===== src/rtl/bfs_pkg.sv =====
package bfs_pkg;

    localparam int BFS_DW = 16;
    localparam int BFS_AW = 8;

    typedef enum logic [2:0] {
        OP_NOP    = 3'd0,
        OP_LSH    = 3'd1,
        OP_ASH    = 3'd2,
        OP_NORM   = 3'd3,
        OP_DENORM = 3'd4,
        OP_EXP    = 3'd5,
        OP_SETEXP = 3'd6
    } bfs_op_e;

    // Decoded control for one operation
    typedef struct packed {
        logic shift_en;   // writes result
        logic arith_fix;  // arithmetic field regardless of half
        logic arith_hi;   // arithmetic field only when upper half selected
        logic use_exp;    // amount comes from exponent register
        logic neg_exp;    // negate exponent before use
        logic exp_det;    // exponent register takes detected exponent
        logic exp_load;   // exponent register takes amount input
    } bfs_ctl_t;

    function automatic bfs_ctl_t bfs_decode(logic [2:0] op);
        bfs_ctl_t c;
        c = '0;
        case (op)
            OP_LSH:    c.shift_en = 1'b1;
            OP_ASH:    begin c.shift_en = 1'b1; c.arith_fix = 1'b1; end
            OP_NORM:   begin c.shift_en = 1'b1; c.arith_hi = 1'b1;
                             c.use_exp = 1'b1; c.neg_exp = 1'b1; end
            OP_DENORM: begin c.shift_en = 1'b1; c.arith_hi = 1'b1;
                             c.use_exp = 1'b1; end
            OP_EXP:    c.exp_det = 1'b1;
            OP_SETEXP: c.exp_load = 1'b1;
            default:   c = '0;
        endcase
        return c;
    endfunction

endpackage


===== src/rtl/bfs_place.sv =====
module bfs_place #(
    parameter int DW = bfs_pkg::BFS_DW,
    localparam int RW = 2 * DW
) (
    input  logic [DW-1:0] operand,
    input  logic          hi_sel,
    input  logic          arith,
    output logic [RW-1:0] placed,
    output logic          fill
);
    always_comb begin
        if (hi_sel)
            placed = {operand, {DW{1'b0}}};
        else if (arith)
            placed = {{DW{operand[DW-1]}}, operand};
        else
            placed = {{DW{1'b0}}, operand};
        fill = arith & placed[RW-1];
    end
endmodule


===== src/rtl/bfs_shift.sv =====
module bfs_shift #(
    parameter int RW = 32,
    parameter int SW = 9,
    localparam int LW = $clog2(RW)
) (
    input  logic [RW-1:0] din,
    input  logic          fill,
    input  logic [SW-1:0] amt,
    output logic [RW-1:0] dout
);
    logic          neg;
    logic [SW-1:0] mag;
    logic          over;
    logic [RW-1:0] stg [0:LW];

    assign neg  = amt[SW-1];
    assign mag  = neg ? (~amt + 1'b1) : amt;
    assign over = (mag >= SW'(RW));
    assign stg[0] = din;

    // One stage per bit of the magnitude, direction chosen per stage
    for (genvar k = 0; k < LW; k++) begin : g_stage
        localparam int S = 1 << k;
        logic [RW-1:0] lft, rgt;
        assign lft = {stg[k][RW-1-S:0], {S{1'b0}}};
        assign rgt = {{S{fill}}, stg[k][RW-1:S]};
        assign stg[k+1] = mag[k] ? (neg ? rgt : lft) : stg[k];
    end

    always_comb begin
        if (over)
            dout = neg ? {RW{fill}} : '0;
        else
            dout = stg[LW];
    end
endmodule


===== src/rtl/bfs_expdet.sv =====
module bfs_expdet #(
    parameter int DW = bfs_pkg::BFS_DW,
    parameter int AW = bfs_pkg::BFS_AW,
    localparam int CW = $clog2(DW)
) (
    input  logic [DW-1:0] din,
    output logic [AW-1:0] expo
);
    logic [CW-1:0] cnt;
    logic          run;

    always_comb begin
        cnt = '0;
        run = 1'b1;
        for (int i = DW - 2; i >= 0; i--) begin
            if (run && (din[i] == din[DW-1]))
                cnt = cnt + 1'b1;
            else
                run = 1'b0;
        end
        expo = '0 - AW'(cnt);
    end
endmodule


===== src/rtl/bfs_unit.sv =====
module bfs_unit #(
    parameter int DW = bfs_pkg::BFS_DW,
    parameter int AW = bfs_pkg::BFS_AW,
    localparam int RW = 2 * DW,
    localparam int SW = AW + 1
) (
    input  logic          clk,
    input  logic          rst,
    input  logic [2:0]    op,
    input  logic          hi_sel,
    input  logic          merge,
    input  logic [DW-1:0] operand,
    input  logic [AW-1:0] amount,
    output logic [RW-1:0] result,
    output logic [AW-1:0] exponent
);
    import bfs_pkg::*;

    bfs_ctl_t      ctl;
    logic          arith;
    logic [SW-1:0] exp_ext, amt_ext, eff_amt;
    logic [RW-1:0] placed, shifted;
    logic          fill;
    logic [AW-1:0] det_exp;
    logic [RW-1:0] res_q;
    logic [AW-1:0] exp_q;

    assign ctl     = bfs_decode(op);
    assign arith   = ctl.arith_fix | (ctl.arith_hi & hi_sel);
    assign exp_ext = {exp_q[AW-1], exp_q};
    assign amt_ext = {amount[AW-1], amount};

    always_comb begin
        if (ctl.use_exp)
            eff_amt = ctl.neg_exp ? ('0 - exp_ext) : exp_ext;
        else
            eff_amt = amt_ext;
    end

    bfs_place #(.DW(DW)) u_place (
        .operand (operand),
        .hi_sel  (hi_sel),
        .arith   (arith),
        .placed  (placed),
        .fill    (fill)
    );

    bfs_shift #(.RW(RW), .SW(SW)) u_shift (
        .din  (placed),
        .fill (fill),
        .amt  (eff_amt),
        .dout (shifted)
    );

    bfs_expdet #(.DW(DW), .AW(AW)) u_expdet (
        .din  (operand),
        .expo (det_exp)
    );

    always_ff @(posedge clk) begin
        if (rst) begin
            res_q <= '0;
            exp_q <= '0;
        end else begin
            if (ctl.shift_en)
                res_q <= merge ? (res_q | shifted) : shifted;
            if (ctl.exp_det)
                exp_q <= det_exp;
            else if (ctl.exp_load)
                exp_q <= amount;
        end
    end

    assign result   = res_q;
    assign exponent = exp_q;
endmodule


===== config.mk =====
export PLATFORM = sky130hd
export DESIGN_NAME = bfs_unit
export DESIGN_NICKNAME = d
export VERILOG_FILES = /design/src/rtl/bfs_pkg.sv /design/src/rtl/bfs_place.sv /design/src/rtl/bfs_shift.sv /design/src/rtl/bfs_expdet.sv /design/src/rtl/bfs_unit.sv
export SDC_FILE = /design/constraint.sdc
export NUM_CORES = 1
export LEC_CHECK = 0
export ABC_AREA = 1
export BUFFER_PORTS_ARGS = -buffer_cell sky130_fd_sc_hd__buf_2
export CELL_PAD_IN_SITES_DETAIL_PLACEMENT = 0
export CELL_PAD_IN_SITES_GLOBAL_PLACEMENT = 2
export CORE_UTILIZATION = 28
export CTS_BUF_LIST = sky130_fd_sc_hd__clkbuf_16
export DETAILED_ROUTE_END_ITERATION = 16
export PLACE_DENSITY = 0.75
export SLEW_MARGIN = 25
export SYNTH_ARGS = -nofsm -noshare
export SYNTH_HDL_FRONTEND = slang
export SYNTH_HIERARCHICAL = 1
export SYNTH_SLANG_ARGS = --single-unit

===== constraint.sdc =====
create_clock -name clk -period 9.7 [get_ports clk]
set_clock_uncertainty 0.2 [all_clocks]
set_input_delay 1.455 -clock clk [delete_from_list [all_inputs] [get_ports clk]]
set_output_delay 1.455 -clock clk [all_outputs]
set_load 0.1 [all_outputs]

==> impl_metrics.ini, run 1 <==
[placement]
portBuffers = 70
dpl.hpwl_um = 18500
gp_routability_congestion = 0.805
dpl_cell_area_sq_mm = 0.00758
dp_cells = 1704

[synthesis]
synth_nets = 1419
async_reset_ff_frac = 0
yosys.cell_count.top_type = nand2_1
yosys-top-cells-count = nand2_1, nand3_1, inv_1
yosysTopAreaCell = nand2_1
ys_top_cells_by_area = nand2_1, nand3_1, dfxtp_1
ys_warn_count = 6
postSynthCellCount = 1373
synth_area_sq_mm = 0.00727
synth-seq-cells = 40
yosys.cell_types.count = 38
ys_seq_area_frac = 0.110
synth_flop_cell = dfxtp_1
synth_top_area_share = 0.289
synth.avg_cell_area_sq_um = 5.30
synth_edf_count = 0

[timing]
period_share = 0.947
setup_viol_count_final = 0
max_slew_margin = 0.360
post-route-min-period_ns = 9.18
worst_pin_slew_ns = 0.960
finalMaxSlewViolations = 0
final_hold_viol_count = 0
max_freq_mhz = 109

[die]
die_w_um = 163
rows = 58
ios = 71
core_area_sq_mm = 0.0253
initial_utilization = 0.287
dieArea_sq_mm = 0.0266
die_y_um = 163

[global_route]
grt_pass1_wl_um = 40500
grt_usage = 0.185
grt_max_degree = 66
antenna_found_initial = 0
grt-ovfl-total = 0
grt_pass1_vias = 7924

[power]
p_leak_nw = 4.36
pwr_density_cell_mw_per_mm2 = 145
power_mw = 1.14
irDropWorstVdd_uv = 97.3

[run]
drv_cap = 0

[cts]
clk_pin_slew_ns = 0.07
cts_buffers = 5
h-tree-depth = 2
root_buffer = clkbuf_16
worst_skew_pair.late_latency_ns = 0.29
cts.sinks = 40
cts_tree = yes
cts_hold_buf = 0
clockBufferDepth = 2

[routing]
dr_total_vias = 8615
wl_per_cell_um = 14.3
detail-route-antenna-nets = 0
vias_per_cell = 5.02
drt_iter0_markers = 724
firstDrtPassIters = 5
drc = 0
drt_wl_total_um = 24500

[worst_setup_path]
criticalPathCategory = in -> reg
crit_required_ns = 9.72
cp_slowest_stage_delay_ns = 0.30
setup.worst_path.end_class = flop
critical_path_arrival_ns = 9.20
cp-start-kind = primary input
path_max_fanout = 7
critPathSlowestCell = or2_2

[status]
outcome = complete, no violations

[layout]
syn_to_final_growth_pct = 7.83
fin_cells = 1716
fin_area_sq_mm = 0.00784
nNetsFinal = 1431
fin_util = 0.310
drive_above_1_share = 0.147
fill_cells = 2939
diodes = 0

[worst_hold_path]
min_path_type = reg -> reg
metrics by stage:
step                      worst slack (ns)  hold WS (ns)  TNS [ns]
final                                0.518         0.299         0
after detailed placement           -0.0112         0.290   -0.0283
after CTS                            0.270         0.300         0
after global placement              0.0981         0.290         0
after global routing               -0.0395         0.324   -0.0395
after floorplan                      0.496         0.754         0
worst max-delay path: cells and delay by family:
family | cells | cell delay (ns)
AOI/OAI and AO/OA | 2 | 0.28
adders and majority gates | 12 | 3.01
xor gates and xnor gates | 1 | 0.13
buffers and inverters | 5 | 0.37
and+or+nand+nor | 33 | 3.97
final timing paths:
path	startpoint	slack, ns	depth (start not counted)	to
hold reg to reg	result[12]	0.30	2	result[12]
setup reg to reg	exponent[0]	4.56	20	result[24]
setup / recovery	operand[15]	0.52	53	exponent[3]
hold / removal	result[12]	0.30	2	result[12]
kinds of logic after synthesis:
group           after synthesis  synth area share
fa+ha+maj                    15            0.0258
compound gates              141             0.114
buf+inv                     181             0.126
flops                        40             0.110
simple gates                985             0.609
xor+xnor                     11            0.0153
state kept, by name, indices dropped and copies added (netlist names):
signal and count:
exponent 8, result 32
metal layers:
| metal | track usage | up-vias | share of wire |
|---|---|---|---|
| li1 | - | 4458 | - |
| met1 | 0.261 | 3971 | 0.49 |
| met2 | 0.306 | 165 | 0.46 |
| met3 | 0.0188 | 21 | 0.037 |
| met4 | 0.0268 | 0 | 0.012 |
| met5 | 0 | - | 0 |
what timing repair did:
| action | CTS | global route |
|---|---|---|
| setup buffers | 0 | 4 |
| resized for setup | 0 | 16 |
| setup endpoints to repair | 0 | 6 |
power by group:
part | leakage [nW] | switching, mW | internal (mW)
logic | 3.95 | 0.550 | 0.202
clock network | 0.0798 | 0.0727 | 0.121
registers | 0.326 | 0.0140 | 0.181
cell type report:
type	count	area, sq um	share of cell area
flip-flops and latches	40	801	0.102
clock inverters	3	42.5	0.00543
inverters	104	390	0.0498
repair buffers	82	443	0.0565
well taps	330	413	0.0527
clock buffers	5	125	0.0160
multi-input cells	1152	5630	0.718
cell usage in the layout (no fill, tap or decap), types with 13 or more instances in the layout:
cell and n:
a21o_1 32, o21ai_0 24, buf_4 13, ha_1 14, nand2_2 17, nand2_1 555, or2_2 31, inv_2 20
buf_2 69, inv_1 83, o21ai_1 24, a21oi_1 48, dfxtp_1 40, nand3_1 274, nor2_1 52
Note: power is estimated with default switching activity, not from simulation.
==> run 2, diff against run 1 <==
--- a/config.mk
+++ b/config.mk
@@ -13,6 +13,7 @@
 export CTS_BUF_LIST = sky130_fd_sc_hd__clkbuf_16
 export DETAILED_ROUTE_END_ITERATION = 16
 export PLACE_DENSITY = 0.75
+export REMOVE_ABC_BUFFERS = 1
 export SLEW_MARGIN = 25
 export SYNTH_ARGS = -nofsm -noshare
 export SYNTH_HDL_FRONTEND = slang
==> impl_metrics.ini, run 2 (synthesis gave the netlist of run 1 again) <==
[placement]
dp_cells = 1704
dpl.hpwl_um = 18000
gp_routability_congestion = 0.805
portBuffers = 70
place_ws_ns = -0.0663
dpl_cell_area_sq_mm = 0.00758

[power]
power_frac_seq = 0.172
irDropWorstVdd_uv = 68.1
p_sw_uw = 625
pwr_density_cell_mw_per_mm2 = 144
power_mw = 1.13
power_frac_clock = 0.174
p_leak_nw = 4.36
combPwrFrac = 0.654
switching_share = 0.553
internal_power_uw = 505

[cts]
cts_buffers = 5
h-tree-depth = 2
cts.sinks = 40
cts_tree = yes
clk_pin_slew_ns = 0.07
clockBufferDepth = 2
worst_skew_pair.late_latency_ns = 0.29
cts_hold_buf = 0
root_buffer = clkbuf_16

[worst_setup_path]
r2r_slack_ns = 4.97
crit_path_frequent_cell = ha_1
setup.worst_path.end_class = flop
cp_top_family = simple AND/OR/NAND/NOR gates
r2r_end = result[16]
cp_num_buf_inv = 5
cp_slowest_stage_delay_ns = 0.30
crit_start = operand[13]
crit_required_ns = 9.73
worstRegToRegCells = 22
critPathSlowestCell = or2_2
path_max_fanout = 5
crit_end = exponent[2]
critical_path_arrival_ns = 9.14
path_depth = 52
criticalPathCategory = in -> reg
cp-start-kind = primary input
timing.rr.start = exponent[0]

[routing]
wl_per_cell_um = 14.0
drc = 0
detail-route-antenna-nets = 0
drt_wl_total_um = 24000
firstDrtPassIters = 7
vias_per_cell = 4.95
dr_total_vias = 8482
drt_iter0_markers = 652

[timing]
post-route-min-period_ns = 9.12
period_share = 0.940
final_hold_viol_count = 0
max_slew_margin = 0.374
max_freq_mhz = 110
final.setup.worst_slack_ns = 0.584
finalMaxSlewViolations = 0
worst_pin_slew_ns = 0.938
setup_viol_count_final = 0

[die]
rows = 58
dieArea_sq_mm = 0.0266
core_area_sq_mm = 0.0253
ios = 71
die_y_um = 163
initial_utilization = 0.287
die_w_um = 163

[layout]
fin_util = 0.310
final_common_cell = nand2_1
diodes = 0
syn_to_final_growth_pct = 8.14
mostFrequentLayoutCells = nand2_1, nand3_1, inv_1
nNetsFinal = 1430
fin_cells = 1715
largest_reg_flops = 32
fill_cells = 2983
drive_above_1_share = 0.150
fin_area_sq_mm = 0.00786

[global_route]
antenna_found_initial = 0
grt_max_degree = 66
grt_usage = 0.179
grt_pass1_vias = 7826
grt-ovfl-total = 0
grt_pass1_wl_um = 39200

[run]
drv_cap = 0

[worst_hold_path]
min_path_type = reg -> reg

[status]
outcome = complete, no violations
==> run 2: cell type report <==
type,count,area [sq um],share of cell area
sequential,40,801,0.102
inverter,104,390,0.0496
multi-input combinational,1152,5650,0.719
tap,330,413,0.0525
clock buffer,5,125,0.0159
clock inverter,3,42.5,0.00541
timing repair buffer,81,442,0.0562
==> run 2: how the worst min path moves through the flow <==
stage	start	to	cells after the start
finish	result[0]	result[0]	2
detailed placement	result[5]	result[5]	2
global placement	result[5]	result[5]	2
CTS	result[0]	result[0]	2
global route	result[31]	result[31]	2
floorplan	result[0]	result[0]	2
==> run 2: power by group through the flow <==
stage / registers (mW) / logic (mW) / clock network [mW]
2_1_floorplan: 0.313 / 0.441 / 0
3_3_place_gp: 0.198 / 0.736 / 0
3_5_place_dp: 0.198 / 0.734 / 0
4_1_cts: 0.194 / 0.736 / 0.202
5_1_grt: 0.197 / 0.830 / 0.209
6_report: 0.194 / 0.738 / 0.197
==> run 2: per-stage QoR <==
stage                     hold slack, ns   TNS, ns
after floorplan                    0.761         0
after global placement             0.289         0
after detailed placement           0.290    -0.303
after CTS                          0.300         0
after global routing               0.315  -0.00233
final                              0.297         0
==> run 2: timing repair <==
action,4_1_cts,5_1_grt
gates resized for setup,0,24
setup buffers,0,3
endpoints found under the hold margin,0,0
endpoints found under the setup margin,0,7
==> run 2: layer usage <==
| metal | vias to the layer above | wire length (um) | track usage |
|---|---|---|---|
| li1 | 4453 | - | - |
| met3 | 12 | 876 | 0.0229 |
| met1 | 3880 | 11600 | 0.240 |
| met5 | - | 0 | 0 |
| met2 | 137 | 11400 | 0.313 |
| met4 | 0 | 128 | 0.0183 |
==> run 2: worst register-to-register path, delay by kind of cell, from the launching register on <==
family | cells | cell delay, ns
buffers and inverters | 8 | 1.59
AO/OA/AOI/OAI | 7 | 1.39
AND/OR/NAND/NOR | 6 | 0.79
flip-flops | 1 | 0.35
adder cells (fa/ha/maj) | 1 | 0.25
==> run 3, diff against run 2 <==
--- a/config.mk
+++ b/config.mk
@@ -5,11 +5,8 @@
 export SDC_FILE = /design/constraint.sdc
 export NUM_CORES = 1
 export LEC_CHECK = 0
-export ABC_AREA = 1
 export BUFFER_PORTS_ARGS = -buffer_cell sky130_fd_sc_hd__buf_2
-export CELL_PAD_IN_SITES_DETAIL_PLACEMENT = 0
-export CELL_PAD_IN_SITES_GLOBAL_PLACEMENT = 2
-export CORE_UTILIZATION = 28
+export CORE_UTILIZATION = 56
 export CTS_BUF_LIST = sky130_fd_sc_hd__clkbuf_16
 export DETAILED_ROUTE_END_ITERATION = 16
 export PLACE_DENSITY = 0.75
==> impl_metrics.ini, run 3 <==
[die]
ios = 71
dieArea_sq_mm = 0.0141
rows = 42
die_y_um = 119
initial_utilization = 0.576
core_area_sq_mm = 0.0132
die_w_um = 119

[synthesis]
yosys-top-cells-count = nor2_1, nand2_1, mux2i_1
ys_warn_count = 6
synth_edf_count = 0
ys_top_cells_by_area = dfxtp_1, mux2i_1, nor2_1
synth_top_area_share = 0.105
synth-seq-cells = 40
yosys.cell_types.count = 98
postSynthCellCount = 1082
ys_seq_area_frac = 0.105
synth_area_sq_mm = 0.00762
yosysTopAreaCell = dfxtp_1
yosys.cell_count.top_type = nor2_1
synth_flop_cell = dfxtp_1
async_reset_ff_frac = 0
synth.avg_cell_area_sq_um = 7.05

[cts]
cts_buffers = 5
worst_skew_pair.late_latency_ns = 0.30
clockBufferDepth = 2
root_buffer = clkbuf_16
h-tree-depth = 2
clk_pin_slew_ns = 0.07
cts_hold_buf = 0
cts_tree = yes
cts.sinks = 40

[placement]
dp_cells = 1250
portBuffers = 70
dpl.hpwl_um = 18800
gp_routability_congestion = 1.01
dpl_cell_area_sq_mm = 0.00785

[timing]
max_freq_mhz = 105
worst_pin_slew_ns = 0.953
post-route-min-period_ns = 9.52
final_hold_viol_count = 0
setup_viol_count_final = 0
finalMaxSlewViolations = 0
max_slew_margin = 0.365
hold_ws_ns = 0.271
fin_tns_setup_ns = 0
period_share = 0.982

[global_route]
grt_usage = 0.366
grt-ovfl-total = 0
grt_pass1_vias = 8061
grt_pass1_wl_um = 42100
grt_max_degree = 62
antenna_found_initial = 1

[layout]
fin_area_sq_mm = 0.00823
diodes = 0
mostFrequentLayoutCells = nor2_1, nand2_1, mux2i_1
largest_reg_flops = 32
drive_above_1_share = 0.176
nNetsFinal = 1134
final_common_cell = nor2_1
syn_to_final_growth_pct = 7.99
fill_cells = 1277
fin_cells = 1265

[routing]
wl_per_cell_um = 21.1
dr_wl_met3_um = 2860
drt-met1-wl_um = 11000
drt_wl_total_um = 26700
vias_per_cell = 7.17
drt_iter0_markers = 1420
detail-route-antenna-nets = 0
wl_met2_um = 11700
drc = 0
dr_total_vias = 9070
firstDrtPassIters = 8
top_layer = met4

[worst_setup_path]
critPathSlowestCell = ha_1
crit_path_frequent_cell = ha_1
worstRegToRegCells = 10
cp_slowest_stage_delay_ns = 0.34
timing.rr.start = exponent[0]
path_max_fanout = 8
critical_path_arrival_ns = 9.53
criticalPathCategory = in -> reg
r2r_slack_ns = 4.52
r2r_end = result[20]
setup.worst_path.end_class = flop
crit_required_ns = 9.71
cp-start-kind = primary input

[worst_hold_path]
hold_depth = 1
hold_start = result[15]
hold_path_end = result[15]
min_path_type = reg -> reg

[power]
irDropWorstVdd_uv = 79.0
pwr_density_cell_mw_per_mm2 = 141
p_leak_nw = 3.18

[run]
drv_cap = 0

[status]
outcome = complete, no violations
## run 3: through the flow
stage,worst slack [ns],power [mW],utilization
finish,0.179,1.16,0.622
CTS,0.0221,1.11,0.606
floorplan,-1.15,0.727,-
global route,-0.208,1.21,0.622
global placement,0.0774,0.904,0.593
detailed placement,-0.317,0.909,0.593
## run 3: layout make-up
cell class	count	area [sq um]	share of cell area
multi-input cells	928	6430	0.781
clock inverters	3	47.5	0.00578
repair buffers	94	536	0.0650
clock buffers	5	125	0.0152
flip-flops and latches	40	801	0.0973
well taps	176	220	0.0267
inverters	19	71.3	0.00866
## run 3: what timing repair did
action | CTS | global route
setup buffers | 0 | 7
gates resized for setup | 0 | 36
endpoints found under the setup margin | 0 | 7
## run 3: how the worst max path moves through the flow
stage | depth (start not counted) | slack, ns | start | to
2_1_floorplan | 10 | -1.15 | op[0] | result[4]
6_report | 43 | 0.18 | operand[15] | exponent[3]
5_1_grt | 43 | -0.21 | operand[15] | exponent[3]
3_3_place_gp | 46 | 0.08 | operand[15] | exponent[7]
3_5_place_dp | 46 | -0.32 | operand[15] | exponent[5]
4_1_cts | 46 | 0.02 | operand[15] | exponent[4]
## run 3: power breakdown
part / internal (mW) / switching [mW] / leakage, nW
Clock: 0.122 / 0.0766 / 0.0840
Sequential: 0.176 / 0.00941 / 0.326
Combinational: 0.228 / 0.544 / 2.77
Total: 0.527 / 0.630 / 3.18
## run 3: critical path, delay by kind of cell
family	cells	cell delay (ns)
adder cells (fa/ha/maj)	12	3.38
AO/OA/AOI/OAI	14	2.11
AND/OR/NAND/NOR	7	1.01
XOR/XNOR	4	0.77
multiplexers	3	0.53
buffers and inverters	3	0.27
## run 3: metal layers
layer  global-route usage  up-vias
met1                0.488     4179
met3               0.0825      131
met5                    0        -
met2                0.560      597
li1                     -     4163
met4                0.160        0
## run 3: kinds of logic (layout without fill, tap and decap cells)
kind of cell | count (synthesis) | after routing | synth area share
adders and majority gates | 15 | 15 | 0.0246
buffers and inverters | 114 | 121 | 0.0778
muxes | 89 | 89 | 0.121
and+or+nand+nor | 415 | 415 | 0.278
DFF | 40 | 40 | 0.105
AOI/OAI and AO/OA | 383 | 383 | 0.360
xor gates and xnor gates | 26 | 26 | 0.0338
